## config.mk

```make
export PLATFORM = sky130hd
export DESIGN_NAME = rename_ctrl
export DESIGN_NICKNAME = d
export VERILOG_FILES = /design/src/rtl/rnc_pkg.sv /design/src/rtl/rnc_seq_keep.sv /design/src/rtl/rnc_thread_fsm.sv /design/src/rtl/rename_ctrl.sv
export SDC_FILE = /design/constraint.sdc
export NUM_CORES = 1
export LEC_CHECK = 0
export CORE_UTILIZATION = 51
export CTS_CLUSTER_DIAMETER = 200
export DETAILED_ROUTE_END_ITERATION = 10
export GPL_TIMING_DRIVEN = 0
export PLACE_DENSITY = 0.86
export SYNTH_ARGS = -nofsm -noshare
export SYNTH_HDL_FRONTEND = slang
export SYNTH_HIERARCHICAL = 1
export SYNTH_SLANG_ARGS = --single-unit
```

## constraint.sdc

```tcl
create_clock -name clk -period 3.7 [get_ports clk]
set_input_delay 0.74 -clock clk [delete_from_list [all_inputs] [get_ports clk]]
set_output_delay 0.74 -clock clk [all_outputs]
set_load 0.01 [all_outputs]
```

## src/rtl/rnc_pkg.sv

```systemverilog
package rnc_pkg;
  typedef enum logic [2:0] {
    ST_IDLE    = 3'd0,
    ST_RUN     = 3'd1,
    ST_BLOCKED = 3'd2,
    ST_SQUASH  = 3'd3,
    ST_SERIAL  = 3'd4,
    ST_UNBLK   = 3'd5
  } rnc_state_e;
endpackage

```

## src/rtl/rnc_seq_keep.sv

```systemverilog
module rnc_seq_keep #(
  parameter int SW = 8
) (
  input  logic [SW-1:0] held_seq_i,
  input  logic [SW-1:0] point_seq_i,
  output logic          keep_o
);
  // held instruction survives when it is not younger than the squash point
  assign keep_o = (held_seq_i <= point_seq_i);
endmodule

```

## src/rtl/rnc_thread_fsm.sv

```systemverilog
module rnc_thread_fsm
  import rnc_pkg::*;
#(
  parameter int SW = 8
) (
  input  logic          clk,
  input  logic          rst_n,
  input  logic          squash_i,
  input  logic [SW-1:0] squash_seq_i,
  input  logic          sq_busy_i,
  input  logic          stall_i,
  input  logic          unblock_req_i,
  input  logic          inst_avail_i,
  input  logic          ser_found_i,
  input  logic [SW-1:0] ser_seq_i,
  input  logic          skid_empty_i,
  input  logic          rob_empty_i,
  input  logic          inflight_zero_i,
  output logic [2:0]    state_o,
  output logic          blk_o,
  output logic          unb_o,
  output logic          reinj_o,
  output logic          reinj_skid_o
);
  rnc_state_e st_q, st_d;
  logic ser_pend_q, ser_pend_d;
  logic unb_pend_q, unb_pend_d;
  logic up_blk_q, up_blk_d;
  logic [SW-1:0] held_q, held_d;
  logic blk_q, blk_d, unb_q, unb_d, ri_q, ri_d, rs_q, rs_d;
  logic keep;
  logic drained;

  rnc_seq_keep #(.SW(SW)) u_keep (
    .held_seq_i (held_q),
    .point_seq_i(squash_seq_i),
    .keep_o     (keep)
  );

  assign drained = rob_empty_i && inflight_zero_i;

  always_comb begin
    st_d       = st_q;
    ser_pend_d = ser_pend_q;
    unb_pend_d = unb_pend_q;
    up_blk_d   = up_blk_q;
    held_d     = held_q;
    blk_d      = 1'b0;
    unb_d      = 1'b0;
    ri_d       = 1'b0;
    rs_d       = 1'b0;
    if (squash_i) begin
      unb_pend_d = stall_i;
      if (st_q == ST_BLOCKED || st_q == ST_UNBLK) begin
        ser_pend_d = 1'b0;
        unb_d      = up_blk_q;
        up_blk_d   = 1'b0;
      end else if (st_q == ST_SERIAL) begin
        if (keep) begin
          ser_pend_d = 1'b1;
        end else begin
          ser_pend_d = 1'b0;
          unb_d      = up_blk_q;
          up_blk_d   = 1'b0;
        end
      end else begin
        ser_pend_d = 1'b0;
      end
      st_d = ST_SQUASH;
    end else if (sq_busy_i) begin
      st_d = ST_SQUASH;
    end else if (stall_i) begin
      if (st_q != ST_BLOCKED && !up_blk_q) blk_d = 1'b1;
      up_blk_d = 1'b1;
      if (st_q == ST_SQUASH && ser_pend_q) begin
        st_d       = ST_SERIAL;
        ser_pend_d = 1'b0;
        unb_pend_d = 1'b0;
      end else if (st_q != ST_SERIAL) begin
        st_d       = ST_BLOCKED;
        ser_pend_d = 1'b0;
        unb_pend_d = 1'b0;
      end
    end else if (st_q == ST_BLOCKED) begin
      if (unblock_req_i) st_d = ST_UNBLK;
    end else if (st_q == ST_SQUASH) begin
      if (ser_pend_q)      st_d = ST_SERIAL;
      else if (unb_pend_q) st_d = ST_UNBLK;
      else                 st_d = ST_RUN;
      if ((ser_pend_q || unb_pend_q) && !up_blk_q) begin
        blk_d    = 1'b1;
        up_blk_d = 1'b1;
      end
      ser_pend_d = 1'b0;
      unb_pend_d = 1'b0;
    end else if (st_q == ST_SERIAL) begin
      if (drained) begin
        st_d = ST_UNBLK;
        ri_d = 1'b1;
        rs_d = !skid_empty_i;
      end
    end else if (st_q == ST_UNBLK) begin
      if (skid_empty_i) begin
        st_d     = ST_RUN;
        unb_d    = up_blk_q;
        up_blk_d = 1'b0;
      end
    end else begin
      if (ser_found_i) begin
        st_d     = ST_SERIAL;
        held_d   = ser_seq_i;
        blk_d    = !up_blk_q;
        up_blk_d = 1'b1;
      end else if (st_q == ST_IDLE && inst_avail_i) begin
        st_d = ST_RUN;
      end
    end
  end

  always_ff @(posedge clk) begin
    if (!rst_n) begin
      st_q       <= ST_IDLE;
      ser_pend_q <= 1'b0;
      unb_pend_q <= 1'b0;
      up_blk_q   <= 1'b0;
      held_q     <= '0;
      blk_q      <= 1'b0;
      unb_q      <= 1'b0;
      ri_q       <= 1'b0;
      rs_q       <= 1'b0;
    end else begin
      st_q       <= st_d;
      ser_pend_q <= ser_pend_d;
      unb_pend_q <= unb_pend_d;
      up_blk_q   <= up_blk_d;
      held_q     <= held_d;
      blk_q      <= blk_d;
      unb_q      <= unb_d;
      ri_q       <= ri_d;
      rs_q       <= rs_d;
    end
  end

  assign state_o      = st_q;
  assign blk_o        = blk_q;
  assign unb_o        = unb_q;
  assign reinj_o      = ri_q;
  assign reinj_skid_o = rs_q;

  AST_SQUASH_ENTERS: assert property (@(posedge clk) disable iff (!rst_n)
    squash_i |=> st_q == ST_SQUASH);
  AST_BUSY_HOLDS: assert property (@(posedge clk) disable iff (!rst_n)
    (sq_busy_i && !squash_i) |=> st_q == ST_SQUASH);
  AST_SERIAL_NOT_BLOCKED: assert property (@(posedge clk) disable iff (!rst_n)
    st_q == ST_SERIAL |=> st_q != ST_BLOCKED);
  AST_SERIAL_PERSISTS: assert property (@(posedge clk) disable iff (!rst_n)
    (st_q == ST_SERIAL && !squash_i && !sq_busy_i && !drained) |=> st_q == ST_SERIAL);
  AST_BLK_NOT_FROM_BLOCKED: assert property (@(posedge clk) disable iff (!rst_n)
    blk_q |-> $past(st_q) != ST_BLOCKED);
  AST_REINJ_UNBLOCKING: assert property (@(posedge clk) disable iff (!rst_n)
    ri_q |-> st_q == ST_UNBLK);
  AST_PULSES_EXCLUSIVE: assert property (@(posedge clk) disable iff (!rst_n)
    !(blk_q && unb_q));
  AST_BLK_SINGLE: assert property (@(posedge clk) disable iff (!rst_n)
    blk_q |=> !blk_q);
  AST_UNB_SINGLE: assert property (@(posedge clk) disable iff (!rst_n)
    unb_q |=> !unb_q);
endmodule

```

## src/rtl/rename_ctrl.sv

```systemverilog
module rename_ctrl #(
  parameter int NT = 2,
  parameter int SW = 8
) (
  input  logic                  clk,
  input  logic                  rst_n,
  input  logic [NT-1:0]         cmt_squash_i,
  input  logic [NT-1:0][SW-1:0] cmt_squash_seq_i,
  input  logic [NT-1:0]         cmt_squash_busy_i,
  input  logic [NT-1:0]         iew_block_i,
  input  logic [NT-1:0]         iew_unblock_i,
  input  logic [NT-1:0]         cmt_block_i,
  input  logic [NT-1:0]         cmt_unblock_i,
  input  logic [NT-1:0]         res_stall_i,
  input  logic [NT-1:0]         inst_avail_i,
  input  logic [NT-1:0]         ser_found_i,
  input  logic [NT-1:0][SW-1:0] ser_seq_i,
  input  logic [NT-1:0]         skid_empty_i,
  input  logic [NT-1:0]         rob_empty_i,
  input  logic [NT-1:0]         inflight_zero_i,
  output logic [NT-1:0][2:0]    state_o,
  output logic [NT-1:0]         dec_block_o,
  output logic [NT-1:0]         dec_unblock_o,
  output logic [NT-1:0]         reinj_o,
  output logic [NT-1:0]         reinj_skid_o
);
  for (genvar t = 0; t < NT; t++) begin : g_thr
    logic stall, unb_req;
    assign stall   = iew_block_i[t] | cmt_block_i[t] | res_stall_i[t];
    assign unb_req = iew_unblock_i[t] | cmt_unblock_i[t];

    rnc_thread_fsm #(.SW(SW)) u_fsm (
      .clk            (clk),
      .rst_n          (rst_n),
      .squash_i       (cmt_squash_i[t]),
      .squash_seq_i   (cmt_squash_seq_i[t]),
      .sq_busy_i      (cmt_squash_busy_i[t]),
      .stall_i        (stall),
      .unblock_req_i  (unb_req),
      .inst_avail_i   (inst_avail_i[t]),
      .ser_found_i    (ser_found_i[t]),
      .ser_seq_i      (ser_seq_i[t]),
      .skid_empty_i   (skid_empty_i[t]),
      .rob_empty_i    (rob_empty_i[t]),
      .inflight_zero_i(inflight_zero_i[t]),
      .state_o        (state_o[t]),
      .blk_o          (dec_block_o[t]),
      .unb_o          (dec_unblock_o[t]),
      .reinj_o        (reinj_o[t]),
      .reinj_skid_o   (reinj_skid_o[t])
    );
  end
endmodule

```

==> impl_metrics.ini <==
[sta]
finalMaxSlewViolations = 0
timing.final.crit_share_pct = 71.3
rsz0062_at_grt = no
maxSlewHeadroom_pct = 65.9
max_freq_mhz = 379
min_period_ns = 2.64
whs_ns = 0.494
setup_viol = 0
finalClockSkew_ns = 0.00543
setup-tns-final_ns = 0
tightest_slew_ns = 0.509
setup_ws_ns = 1.06
hold_viol_final = 0

[worst_hold_path]
hp-class = flip-flop to flip-flop

[final_layout]
finish.utilization_pct = 73.3
design_area_sq_mm = 0.00326
nNetsFinal = 432
fillCellCount = 334
synthToLayoutAreaGrowth_pct = 36.2
n_antenna_cell = 0
drive_above_1_share_pct = 10.0
seqCellArea_sq_um = 721
multi_input_area_sq_mm = 0.00153

[clock_tree]
cts_root_buf = clkbuf_8
insertion_delay_ns = 0.29
tritoncts = done
htree_levels = 2
cts_made_buffers = 5
post-cts-setup-buffers = 0
cts_hold_buf = 0
cts_resized = 0
clock-sinks = 36
cts_buffer_depth = 2
clkTransAtPathRegs_ns = 0.08

[detailed_routing]
first_pass_iters = 7
drt_first_iter_violations = 136
ant_nets = 0
post_drt_wl_per_cell_um = 14.5
num_vias = 2357
vias_per_cell = 5.73
wl_um = 5970
post-route-drc-count = 16

[logic_synthesis]
avgSynthCellArea_sq_um = 8.48
yosysSeqAreaShare_pct = 30.1
postSynth.asyncResetShare_pct = 0
synth-main-ff-cell = dfxtp_1
synth_area_sq_mm = 0.00239
ys_seq_elements = 36
syn-num-nets = 356
synth-warning-count = 6
synthCells = 282
synth_edf_count = 0
synth_cell_type_count = 45

[grt]
grt_pass1_vias = 2216
grt_pass1_wl_um = 10000
grt_overflow = 0
grt_max_degree = 17
antenna_found_initial = 0
track_usage_pct = 25.1

[floorplan]
core_sq_mm = 0.00444
die_h_um = 70.5
pin_count = 72
initial_core_util_pct = 53.8
fp.dieArea_sq_mm = 0.00497
die_width_um = 70.5
rows = 24

[setup_path]
path_max_fanout = 2
r2r-start = g_thr[1].u_fsm/held_q[1]
r2r_setup_slack_ns = 1.66
end_kind = flip-flop
critPathKind = input pin to flip-flop
worstReg2RegEnd = g_thr[1].u_fsm/unb_o
cp_cell_sequence = clkdlybuf4s50_1, inv_1, ha_1, nor2b_1, o211ai_2, a21oi_1, o22ai_1, nor2b_1, nor2_1, o21ai_0, o31ai_1, and3_1
cp-start-kind = input pin
crit_end = g_thr[0].u_fsm/unb_o
cp_common_cell = nor2b_1
worstPathArrival_ns = 2.82
r2r_cells = 10
crit_start = cmt_squash_seq_i[1]
slowest_delay_ns = 0.45
required_ns = 3.89
slowest_stage = clkdlybuf4s50_1

[place]
pre_cts_slack_ns = 0.780
gp_congestion = 0.894
hpwl_um = 4450
place_area_sq_mm = 0.00315
place.port_buffers = 69

[pwr]
p_leak_nw = 1.43
peakVddDrop_v = 0.000152
power.density_mw_per_mm2 = 285

[run_status]
status = finished, violations left
violations = DRC

[job]
drv_cap = 0
## per-stage QoR
step | total power, W | std cells
3_3_place_gp | 0.000579 | 403
6_report | 0.000929 | 411
2_1_floorplan | 0.000492 | 282
5_1_grt | 0.000968 | 411
3_5_place_dp | 0.000583 | 403
4_1_cts | 0.000934 | 411
## per-layer routing
metal	part of all wire, %	global-route usage (%)
met5	0	0
met4	1.4	8.84
met3	7.3	3.61
met2	47	41.4
met1	44	33.2
## power breakdown
part           internal [W]  switching, W
combinational     0.0000996     0.0000736
clock              0.000199      0.000153
sequential         0.000395    0.00000809
total              0.000694      0.000235
## synth_stat cells (4+ instances only)
| master | n | area (sq um) |
|---|---|---|
| and3_1 | 8 | 50.1 |
| inv_1 | 18 | 67.6 |
| dfxtp_1 | 36 | 721 |
| buf_4 | 4 | 30.0 |
| nand3_1 | 4 | 20.0 |
| mux2i_1 | 18 | 180 |
| nor2b_1 | 28 | 175 |
| and2_1 | 4 | 25.0 |
| ha_1 | 16 | 200 |
| nand2b_1 | 4 | 25.0 |
| buf_2 | 8 | 40.0 |
| nand4_1 | 4 | 25.0 |
| and2b_1 | 4 | 30.0 |
| or2_2 | 4 | 25.0 |
| o21ai_0 | 16 | 80.1 |
| nor2_1 | 16 | 60.1 |
| nor3_1 | 6 | 30.0 |
| a21oi_1 | 18 | 90.1 |
| nand2_1 | 14 | 52.6 |
## cell type report
cell class              instances  share of cell area [%]
plain buffers                  14                    2.38
clock inverters                 3                    1.31
well taps                      52                    2.00
multi-input cells             214                    46.8
flip-flops and latches         36                    22.1
inverters                      18                    2.07
clock buffers                   5                    2.11
repair buffers                 69                    21.2
## worst max-delay path, delay by kind of cell
kind            cells  cell delay [ns]
fa+ha+maj           1             0.28
buf+inv             2             0.49
compound gates      5             0.66
simple gates        4             0.65
## logic make-up (layout without fill, tap and decap cells)
family,after synthesis,after routing,synth area share [%]
AOI/OAI and AO/OA,70,70,21.0
DFF,36,36,30.1
muxes,18,18,7.53
and+or+nand+nor,110,110,26.9
buffers and inverters,32,109,6.07
adders and majority gates,16,16,8.37
## cell usage in the layout (no fill, tap or decap), types with 4 or more instances in the layout
cell / n
clkdlybuf4s50_1: 69
dfxtp_1: 36
nor2b_1: 28
mux2i_1: 18
a21oi_1: 18
inv_1: 18
o21ai_0: 16
nor2_1: 16
ha_1: 16
nand2_1: 14
buf_2: 8
and3_1: 8
nor3_1: 6
clkbuf_8: 5
or2_2: 4
nand2b_1: 4
buf_4: 4
and2b_1: 4
and2_1: 4
nand3_1: 4
nand4_1: 4
## flip-flops by register name (all words and copies together), names as in the netlist
| register | cells |
|---|---|
| g_thr.u_fsm/held_q | 16 |
| g_thr.u_fsm/ser_pend_q | 2 |
| g_thr.u_fsm/unb_pend_q | 2 |
| g_thr.u_fsm/up_blk_q | 2 |
| g_thr.u_fsm/state_o | 6 |
| g_thr.u_fsm/blk_o | 2 |
| g_thr.u_fsm/reinj_skid_o | 2 |
| g_thr.u_fsm/reinj_o | 2 |
| g_thr.u_fsm/unb_o | 2 |
## worst min path at each step
stage	startpoint	endpoint	slack (ns)	cells after the start
global route	g_thr[1].u_fsm/up_blk_q	g_thr[1].u_fsm/blk_o	0.53	1
CTS	g_thr[0].u_fsm/up_blk_q	g_thr[0].u_fsm/blk_o	0.49	1
global placement	g_thr[0].u_fsm/up_blk_q	g_thr[0].u_fsm/blk_o	0.48	1
detailed placement	g_thr[0].u_fsm/up_blk_q	g_thr[0].u_fsm/blk_o	0.48	1
finish	g_thr[0].u_fsm/up_blk_q	g_thr[0].u_fsm/blk_o	0.49	1
floorplan	g_thr[0].u_fsm/up_blk_q	g_thr[0].u_fsm/blk_o	0.44	1
Note: power is estimated with default switching activity, not from simulation.
